--- src/rtl/dqs_cal_pkg.sv ---
package dqs_cal_pkg;

  typedef enum logic [2:0] {
    ST_IDLE,
    ST_LANE,
    ST_REQ,
    ST_STEP,
    ST_CENTRE,
    ST_DONE
  } seq_state_t;

  typedef enum logic [2:0] {
    PH_CMAX,
    PH_FMAX,
    PH_CMIN,
    PH_FMIN,
    PH_END
  } srch_phase_t;

endpackage

--- src/rtl/dqs_cal_rst_sync.sv ---
module dqs_cal_rst_sync #(
  parameter int STAGES = 2
) (
  input  logic clk,
  input  logic rst_n_in,
  output logic rst_n_out
);
  logic [STAGES-1:0] chain;

  always_ff @(posedge clk or negedge rst_n_in) begin
    if (!rst_n_in) chain <= '0;
    else           chain <= {chain[STAGES-2:0], 1'b1};
  end

  assign rst_n_out = chain[STAGES-1];
endmodule

--- src/rtl/dqs_cal_limit.sv ---
// Lower search bound from one DLL tap nibble.
module dqs_cal_limit #(
  parameter int NIB_W = 4
) (
  input  logic [NIB_W-1:0] tap,
  output logic [NIB_W-1:0] limit
);
  localparam int THRESH = 2 ** (NIB_W - 1);

  always_comb begin
    if (int'(tap) < THRESH) limit = NIB_W'(THRESH - int'(tap));
    else                    limit = '0;
  end
endmodule

--- src/rtl/dqs_cal_centre.sv ---
// Window midpoint with the odd coarse half-step carried into fine.
module dqs_cal_centre #(
  parameter int NIB_W = 4
) (
  input  logic [NIB_W-1:0]   c_hi,
  input  logic [NIB_W-1:0]   c_lo,
  input  logic [NIB_W-1:0]   f_hi,
  input  logic [NIB_W-1:0]   f_lo,
  output logic [2*NIB_W-1:0] field
);
  localparam int FINE_SPAN = 2 ** NIB_W;
  localparam logic [NIB_W:0]   HALF_STEP = (NIB_W+1)'(2 ** (NIB_W - 2));
  localparam logic [NIB_W-1:0] ONE = NIB_W'(1);

  logic [NIB_W:0]   c_sum;
  logic [NIB_W:0]   f_sum;
  logic [NIB_W:0]   fine_raw;
  logic [NIB_W-1:0] c_mid;
  logic [NIB_W-1:0] f_mid;

  always_comb begin
    c_sum    = {1'b0, c_hi} + {1'b0, c_lo};
    f_sum    = {1'b0, f_hi} + {1'b0, f_lo};
    fine_raw = (c_sum[0] ? HALF_STEP : '0) + {1'b0, f_sum[NIB_W:1]};
    c_mid    = c_sum[NIB_W:1];
    f_mid    = fine_raw[NIB_W-1:0];
    if (int'(fine_raw) >= FINE_SPAN) c_mid = c_mid + ONE;
    field = {c_mid, f_mid};
  end
endmodule

--- src/rtl/dqs_cal_fsm.sv ---
module dqs_cal_fsm
  import dqs_cal_pkg::*;
#(
  parameter int NIB_W = 4,
  parameter int LANES = 2
) (
  input  logic                       clk,
  input  logic                       rst_n,
  input  logic                       start,
  input  logic                       wide_bus,
  input  logic [2*NIB_W-1:0]         dll_tap,
  input  logic                       trial_ack,
  input  logic                       trial_fail,
  input  logic [2*NIB_W-1:0]         centre_field,
  input  logic [NIB_W-1:0]           c_limit,
  input  logic [NIB_W-1:0]           f_limit,
  output logic                       trial_req,
  output logic [LANES*2*NIB_W-1:0]   trial_word,
  output logic                       sr_hold,
  output logic [LANES-1:0]           gate_clr,
  output logic                       done,
  output logic [LANES*2*NIB_W-1:0]   result,
  output logic [NIB_W-1:0]           c_hi,
  output logic [NIB_W-1:0]           c_lo,
  output logic [NIB_W-1:0]           f_hi,
  output logic [NIB_W-1:0]           f_lo,
  output logic [2*NIB_W-1:0]         dll_q
);
  localparam int FW     = 2 * NIB_W;
  localparam int W      = LANES * FW;
  localparam int LANE_W = (LANES > 1) ? $clog2(LANES) : 1;

  localparam logic [NIB_W-1:0] N_MAX = {NIB_W{1'b1}};
  localparam logic [NIB_W-1:0] N_ZERO = '0;
  localparam logic [NIB_W-1:0] ONE   = NIB_W'(1);
  localparam logic [NIB_W-1:0] CUP   = NIB_W'(2 ** (NIB_W - 1) - 1);
  localparam logic [NIB_W-1:0] CDN   = NIB_W'(2 ** (NIB_W - 1) - 2);
  localparam logic [NIB_W-1:0] FUP   = N_ZERO;
  localparam logic [NIB_W-1:0] FDN   = N_MAX;
  localparam logic [NIB_W-1:0] FPRE  = NIB_W'(2 ** (NIB_W - 2));
  localparam logic [FW-1:0]    PRESET_FIELD = {CUP, FPRE};
  localparam logic [W-1:0]     PRESET_WORD  = {LANES{PRESET_FIELD}};
  localparam logic [LANE_W-1:0] LANE_ONE  = LANE_W'(1);
  localparam logic [LANE_W-1:0] LANE_LAST = LANE_W'(LANES - 1);

  seq_state_t        state, state_d;
  srch_phase_t       phase, phase_d;
  logic [NIB_W-1:0]  cur, cur_d;
  logic [NIB_W-1:0]  cmax, cmax_d, cmin, cmin_d, fmax, fmax_d, fmin, fmin_d;
  logic [LANE_W-1:0] lane, lane_d;
  logic [W-1:0]      base, base_d, res, res_d;
  logic              wide_q, wide_d;
  logic [FW-1:0]     dll_d;
  logic [NIB_W-1:0]  fine_t;
  logic [FW-1:0]     trial_field;
  logic [LANE_W-1:0] last_lane;

  function automatic logic [W-1:0] put_field(input logic [W-1:0]      w,
                                             input logic [LANE_W-1:0] idx,
                                             input logic [FW-1:0]     f);
    logic [W-1:0] r;
    r = w;
    for (int l = 0; l < LANES; l++) begin
      if (LANE_W'(l) == idx) r[l*FW +: FW] = f;
    end
    return r;
  endfunction

  assign last_lane = wide_q ? LANE_LAST : '0;

  // Candidate field for the running phase
  always_comb begin
    unique case (phase)
      PH_CMAX: trial_field = {cur, N_MAX};
      PH_FMAX: trial_field = {cmax, cur};
      PH_CMIN: trial_field = {cur, N_ZERO};
      PH_FMIN: trial_field = {cmin, cur};
      default: trial_field = PRESET_FIELD;
    endcase
  end

  // Next-state logic
  always_comb begin
    state_d = state;
    phase_d = phase;
    cur_d   = cur;
    cmax_d  = cmax;
    cmin_d  = cmin;
    fmax_d  = fmax;
    fmin_d  = fmin;
    lane_d  = lane;
    base_d  = base;
    res_d   = res;
    wide_d  = wide_q;
    dll_d   = dll_q;
    fine_t  = '0;

    unique case (state)
      ST_IDLE: begin
        if (start) begin
          wide_d  = wide_bus;
          dll_d   = dll_tap;
          base_d  = PRESET_WORD;
          lane_d  = '0;
          state_d = ST_LANE;
        end
      end

      ST_LANE: begin
        phase_d = PH_CMAX;
        cur_d   = CUP;
        state_d = ST_REQ;
      end

      ST_REQ: begin
        if (trial_ack) begin
          state_d = ST_STEP;
          unique case (phase)
            PH_CMAX: begin
              if (trial_fail || cur == N_MAX) begin
                if (!trial_fail)    cmax_d = N_MAX;
                else if (cur == CUP) cmax_d = CUP;
                else                cmax_d = cur - ONE;
                phase_d = PH_FMAX;
                cur_d   = FUP;
              end else begin
                cur_d = cur + ONE;
              end
            end
            PH_FMAX: begin
              if (trial_fail || cur == N_MAX) begin
                if (!trial_fail)    fine_t = N_MAX;
                else if (cur == FUP) fine_t = FUP;
                else                fine_t = cur - ONE;
                if (fine_t == FUP) begin
                  fmax_d = N_MAX;
                  cmax_d = cmax - ONE;
                end else begin
                  fmax_d = fine_t - ONE;
                end
                phase_d = PH_CMIN;
                cur_d   = CDN;
              end else begin
                cur_d = cur + ONE;
              end
            end
            PH_CMIN: begin
              if (trial_fail || cur == c_limit) begin
                if (!trial_fail)    cmin_d = c_limit;
                else if (cur == CDN) cmin_d = CDN;
                else                cmin_d = cur + ONE;
                phase_d = PH_FMIN;
                cur_d   = FDN;
              end else begin
                cur_d = cur - ONE;
              end
            end
            PH_FMIN: begin
              if (trial_fail || cur == f_limit) begin
                if (!trial_fail) begin
                  fmin_d = f_limit;
                end else if (cur == FDN) begin
                  fmin_d = N_ZERO;
                  cmin_d = cmin + ONE;
                end else begin
                  fmin_d = cur + ONE;
                end
                phase_d = PH_END;
              end else begin
                cur_d = cur - ONE;
              end
            end
            default: ;
          endcase
        end
      end

      ST_STEP: begin
        if (phase == PH_END) begin
          state_d = ST_CENTRE;
        end else begin
          if (phase == PH_CMIN && c_limit > CDN) begin
            cmin_d  = CDN;
            phase_d = PH_FMIN;
            cur_d   = FDN;
          end
          state_d = ST_REQ;
        end
      end

      ST_CENTRE: begin
        base_d = put_field(base, lane, centre_field);
        if (lane == last_lane) begin
          res_d   = put_field(base, lane, centre_field);
          state_d = ST_DONE;
        end else begin
          lane_d  = lane + LANE_ONE;
          state_d = ST_LANE;
        end
      end

      ST_DONE: state_d = ST_IDLE;

      default: state_d = ST_IDLE;
    endcase
  end

  // Registers
  always_ff @(posedge clk or negedge rst_n) begin
    if (!rst_n) begin
      state  <= ST_IDLE;
      phase  <= PH_CMAX;
      cur    <= '0;
      cmax   <= '0;
      cmin   <= '0;
      fmax   <= '0;
      fmin   <= '0;
      lane   <= '0;
      base   <= '0;
      res    <= '0;
      wide_q <= 1'b0;
      dll_q  <= '0;
    end else begin
      state  <= state_d;
      phase  <= phase_d;
      cur    <= cur_d;
      cmax   <= cmax_d;
      cmin   <= cmin_d;
      fmax   <= fmax_d;
      fmin   <= fmin_d;
      lane   <= lane_d;
      base   <= base_d;
      res    <= res_d;
      wide_q <= wide_d;
      dll_q  <= dll_d;
    end
  end

  // Outputs
  assign trial_req  = (state == ST_REQ);
  assign trial_word = put_field(base, lane, trial_field);
  assign sr_hold    = (state != ST_IDLE) && (state != ST_DONE);
  assign done       = (state == ST_DONE);
  assign result     = res;
  assign c_hi       = cmax;
  assign c_lo       = cmin;
  assign f_hi       = fmax;
  assign f_lo       = fmin;

  always_comb begin
    gate_clr    = '0;
    gate_clr[0] = sr_hold;
    for (int l = 1; l < LANES; l++) gate_clr[l] = sr_hold & wide_q;
  end
endmodule

--- src/rtl/dqs_cal_seq.sv ---
module dqs_cal_seq #(
  parameter int NIB_W = 4,
  parameter int LANES = 2
) (
  input  logic                     clk,
  input  logic                     rst_n,
  input  logic                     start,
  input  logic                     wide_bus,
  input  logic [2*NIB_W-1:0]       dll_tap,
  output logic                     trial_req,
  output logic [LANES*2*NIB_W-1:0] trial_word,
  input  logic                     trial_ack,
  input  logic                     trial_fail,
  output logic                     sr_hold,
  output logic [LANES-1:0]         gate_clr,
  output logic                     done,
  output logic [LANES*2*NIB_W-1:0] result
);
  localparam int FW = 2 * NIB_W;

  logic             rst_n_s;
  logic [FW-1:0]    centre_field;
  logic [NIB_W-1:0] c_limit, f_limit;
  logic [NIB_W-1:0] c_hi, c_lo, f_hi, f_lo;
  logic [FW-1:0]    dll_q;

  dqs_cal_rst_sync #(.STAGES(2)) u_rst_sync (
    .clk       (clk),
    .rst_n_in  (rst_n),
    .rst_n_out (rst_n_s)
  );

  dqs_cal_limit #(.NIB_W(NIB_W)) u_lim_coarse (
    .tap   (dll_q[FW-1:NIB_W]),
    .limit (c_limit)
  );

  dqs_cal_limit #(.NIB_W(NIB_W)) u_lim_fine (
    .tap   (dll_q[NIB_W-1:0]),
    .limit (f_limit)
  );

  dqs_cal_centre #(.NIB_W(NIB_W)) u_centre (
    .c_hi  (c_hi),
    .c_lo  (c_lo),
    .f_hi  (f_hi),
    .f_lo  (f_lo),
    .field (centre_field)
  );

  dqs_cal_fsm #(.NIB_W(NIB_W), .LANES(LANES)) u_fsm (
    .clk          (clk),
    .rst_n        (rst_n_s),
    .start        (start),
    .wide_bus     (wide_bus),
    .dll_tap      (dll_tap),
    .trial_ack    (trial_ack),
    .trial_fail   (trial_fail),
    .centre_field (centre_field),
    .c_limit      (c_limit),
    .f_limit      (f_limit),
    .trial_req    (trial_req),
    .trial_word   (trial_word),
    .sr_hold      (sr_hold),
    .gate_clr     (gate_clr),
    .done         (done),
    .result       (result),
    .c_hi         (c_hi),
    .c_lo         (c_lo),
    .f_hi         (f_hi),
    .f_lo         (f_lo),
    .dll_q        (dll_q)
  );
endmodule

--- config.mk ---
export PLATFORM = sky130hd
export DESIGN_NAME = dqs_cal_seq
export DESIGN_NICKNAME = d
export VERILOG_FILES = /design/src/rtl/dqs_cal_pkg.sv /design/src/rtl/dqs_cal_rst_sync.sv /design/src/rtl/dqs_cal_limit.sv /design/src/rtl/dqs_cal_centre.sv /design/src/rtl/dqs_cal_fsm.sv /design/src/rtl/dqs_cal_seq.sv
export SDC_FILE = /design/constraint.sdc
export NUM_CORES = 1
export LEC_CHECK = 0
export BUFFER_PORTS_ARGS = -buffer_cell sky130_fd_sc_hd__clkbuf_2
export CORE_ASPECT_RATIO = 1.5
export CORE_MARGIN = 2
export CORE_UTILIZATION = 54
export DETAILED_ROUTE_END_ITERATION = 6
export PLACE_DENSITY = 0.81
export RECOVER_POWER = 100
export SLEW_MARGIN = 30
export SYNTH_ARGS = -nofsm -noshare
export SYNTH_HDL_FRONTEND = slang
export SYNTH_HIERARCHICAL = 1
export SYNTH_SLANG_ARGS = --single-unit
--- constraint.sdc ---
create_clock -name clk -period 2.2 [get_ports clk]
set_input_delay 0.33 -clock clk [delete_from_list [all_inputs] [get_ports clk]]
set_output_delay 0.33 -clock clk [all_outputs]
set_load 0.02 [all_outputs]
==> flow_metrics.env <==
export IMPL_fin_cells=732
export IMPL_grt_pass1_wl_um=21800
export IMPL_viasPerCell=6.27
export IMPL_path_max_fanout=4
export IMPL_yosysUniqueCellTypes=73
export IMPL_clockBufferDepth=2
export IMPL_drv_slew=69
export IMPL_critical_path_slowest_cell="dfrtp_1"
export IMPL_holdCritStartpoint="wide_bus"
export IMPL_cts_made_buffers=9
export IMPL_grt_pass1_vias=4517
export IMPL_drive_gt1_share_pct=33.4
export IMPL_port_buffers=50
export IMPL_drtIter0Drc=290
export IMPL_wl_per_cell_um=19.5
export IMPL_yosysTopAreaCell="dfrtp_1"
export IMPL_crit_start="u_fsm/f_hi[1]"
export IMPL_worstSetupStartpointType="flip-flop"
export IMPL_slowest_delay_ns=0.38
export IMPL_ios=51
export IMPL_synth_cells=513
export IMPL_r2r_cells=12
export IMPL_drv_cap=1
export IMPL_overflow=0
export IMPL_ys_top_cells_by_count="dfrtp_1, nand2_1, nor2_1"
export IMPL_cts_tree="yes"
export IMPL_num_rows=41
export IMPL_cp_depth=12
export IMPL_hold_depth=2
export IMPL_track_usage_pct=29.8
export IMPL_fp_dieH_um=118
export IMPL_dp_cells=699
export IMPL_cp_buffers_inverters=1
export IMPL_crit_family="adder cells"
export IMPL_place_ws_ns=-0.382
export IMPL_core_um2=8410
export IMPL_timing_slew_headroom_pct=-19.4
export IMPL_clockRootBuffer="clkbuf_16"
export IMPL_ant_nets=0
export IMPL_grt_setup_unrepaired="true"
export IMPL_num_vias=4588
export IMPL_post_dp_hpwl_um=9600
export IMPL_worstSkewPairLatency_ns=0.34
export IMPL_finalCriticalPeriod_ns=2.65
export IMPL_antenna_cells=0
export IMPL_min_path_type="in -> reg"
export IMPL_async_reset_ff_share_pct=100
export IMPL_multi_input_area_um2=3040
export IMPL_globalplace_congestion=0.930
export IMPL_status="complete, but fails checks"
export IMPL_fillers=614
export IMPL_grt_max_degree=69
export IMPL_cp_cell_sequence="ha_1 > a21o_1 > a21oi_2 > xnor2_1 > ha_2 > ha_4 > nand2b_4 > nor2_4 > nor4bb_4 > nor4_4 > buf_4 > a22o_1"
export IMPL_yosys_top_cells_area="dfrtp_1, mux2i_1, ha_1, o21ai_0, nand2_1"
export IMPL_power_mw=11.0
export IMPL_vdd_drop_max_uv=1040
export IMPL_crit_required_ns=2.42
export IMPL_synth_edf_count=0
export IMPL_dieArea_um2=9480
export IMPL_synth_area_um2=4700
export IMPL_synth_area_per_cell_um2=9.16
export IMPL_yosys_warnings=6
export IMPL_cts_clk_slew_worst_paths_ns=0.06
export IMPL_ys_seq_area_share_pct=37.3
export IMPL_final_hold_violation_count=0
export IMPL_die_w_um=80.2
export IMPL_drc=0
export IMPL_crit_type="reg -> reg"
export IMPL_p_leak_nw=2.74
export IMPL_violations="max-capacitance violations, max-slew violations, negative setup slack"
export IMPL_antenna_found_initial=0
export IMPL_setup_viol=26
export IMPL_htree_num_levels=3
export IMPL_skew_ns=0.00441
export IMPL_dominantRegCellSynth="dfrtp_1"
export IMPL_ys_ff_latch=70
export IMPL_tightest_slew_ns=1.79
export IMPL_wirelength_um=14300
export IMPL_timing_rr_start="u_fsm/f_hi[1]"
export IMPL_area_growth_pct=30.7
export IMPL_first_pass_iters=5
export IMPL_powerDensity_nw_per_um2=1790
export IMPL_synth_top_area_share_pct=37.3
export IMPL_period_share_pct=121
export IMPL_seq_area_um2=1760
export IMPL_fin_nets=655
export IMPL_initial_core_util_pct=55.8
export IMPL_arrival_ns=2.87
export IMPL_postSynthNetCount=548
export IMPL_max_freq_ghz=0.377
export IMPL_crit_path_end_kind="flip-flop"
export IMPL_layout_setup_ws_ns=-0.452
export IMPL_cts_sinks=70
export IMPL_yosys_cell_count_top_type="dfrtp_1"
path summary, 6_finish.rpt:
path	end	slack, ns
min in group asynchronous	u_rst_sync/chain[0]	0.30
worst max-delay path	u_fsm/base[7]	-0.45
max in group asynchronous	u_fsm/lane	0.18
worst min-delay path	u_fsm/wide_q	0.22
worst max register to register	u_fsm/base[7]	-0.45
worst min register to register	u_rst_sync/chain[1]	0.35
flip-flops by register name, summed over array words and instances (netlist names):
register          flops
u_fsm/cur             4
u_fsm/state           3
u_fsm/f_hi            4
u_fsm/wide_q          1
u_fsm/dll_q           8
u_fsm/f_lo            4
u_rst_sync/chain      2
u_fsm/c_lo            4
u_fsm/lane            1
u_fsm/result         16
u_fsm/phase           3
u_fsm/c_hi            4
u_fsm/base           16
repair_timing:
action | CTS | global route
pin swaps | 19 | 23
setup buffers | 11 | 9
hold buffers | 1 | 0
resized for setup | 28 | 41
hold endpoints to repair | 2 | 0
setup endpoints to repair | 45 | 43
layout make-up:
type	count	area share, %
Inverter	28	1.83
Clock buffer	10	3.89
Timing Repair Buffer	128	13.4
Clock inverter	6	0.611
Sequential cell	70	28.6
Tap cell	107	2.18
Multi-Input combinational cell	383	49.5
power breakdown:
part           internal [mW]  switching, mW
sequential              1.68          0.454
clock                  0.789          0.575
combinational           3.42           4.08
layout by cell type (no fill, tap or decap), drive strengths merged, types with 6 or more instances in the layout:
cell type / n
buf: 68
nor2: 41
nor3: 9
mux2i: 27
nor2b: 6
a21o: 7
ha: 19
clkinv: 6
o21ai: 43
a22o: 8
xor2: 8
a211oi: 9
xnor2: 16
inv: 28
nand2: 53
nand3: 9
dfrtp: 70
clkbuf: 69
nand2b: 11
a21oi: 24
mux2: 21
kinds of logic (layout without fill, tap and decap cells):
kind of cell | after synthesis | after routing | share of synthesized area, %
buffers and inverters | 60 | 172 | 5.27
muxes | 48 | 48 | 10.8
other | 1 | 1 | 0.0798
adders and majority gates | 21 | 21 | 5.91
and+or+nand+nor | 161 | 161 | 17.7
DFF | 70 | 70 | 37.3
AOI/OAI and AO/OA | 128 | 128 | 18.3
xor gates and xnor gates | 24 | 24 | 4.63
stage by stage:
step	cell area (µm²)	utilization (%)	setup TNS [ns]	hold slack (ns)
5_1_grt	6140	73.0	-10.96	0.230
6_report	6140	73.0	-4.45	0.219
3_3_place_gp	5540	65.8	-1.47	0.116
4_1_cts	6010	71.4	-2.12	0.214
2_1_floorplan	4820	-	-0.539	0.0344
3_5_place_dp	5540	65.8	-3.92	0.117
worst register-to-register path: stages (launching register included):
cell      delay [ns]
dfrtp_1         0.38
ha_1            0.30
a21o_1          0.18
a21oi_2         0.16
xnor2_1         0.14
ha_2            0.22
ha_4            0.16
nand2b_4        0.08
nor2_4          0.12
nor4bb_4        0.31
nor4_4          0.11
buf_4           0.16
a22o_1          0.23
per-layer routing:
metal  part of all wire [%]  GRT usage, %  wire, µm  vias up
li1                       -             -         -     2047
met1                     35          32.4      5030     2247
met2                     53          52.9      7630      221
met3                    5.3          4.73       752       73
met4                    6.1          17.4       874        0
met5                      0             0         0        -
No activity file was read; power rests on OpenSTA's default activity.
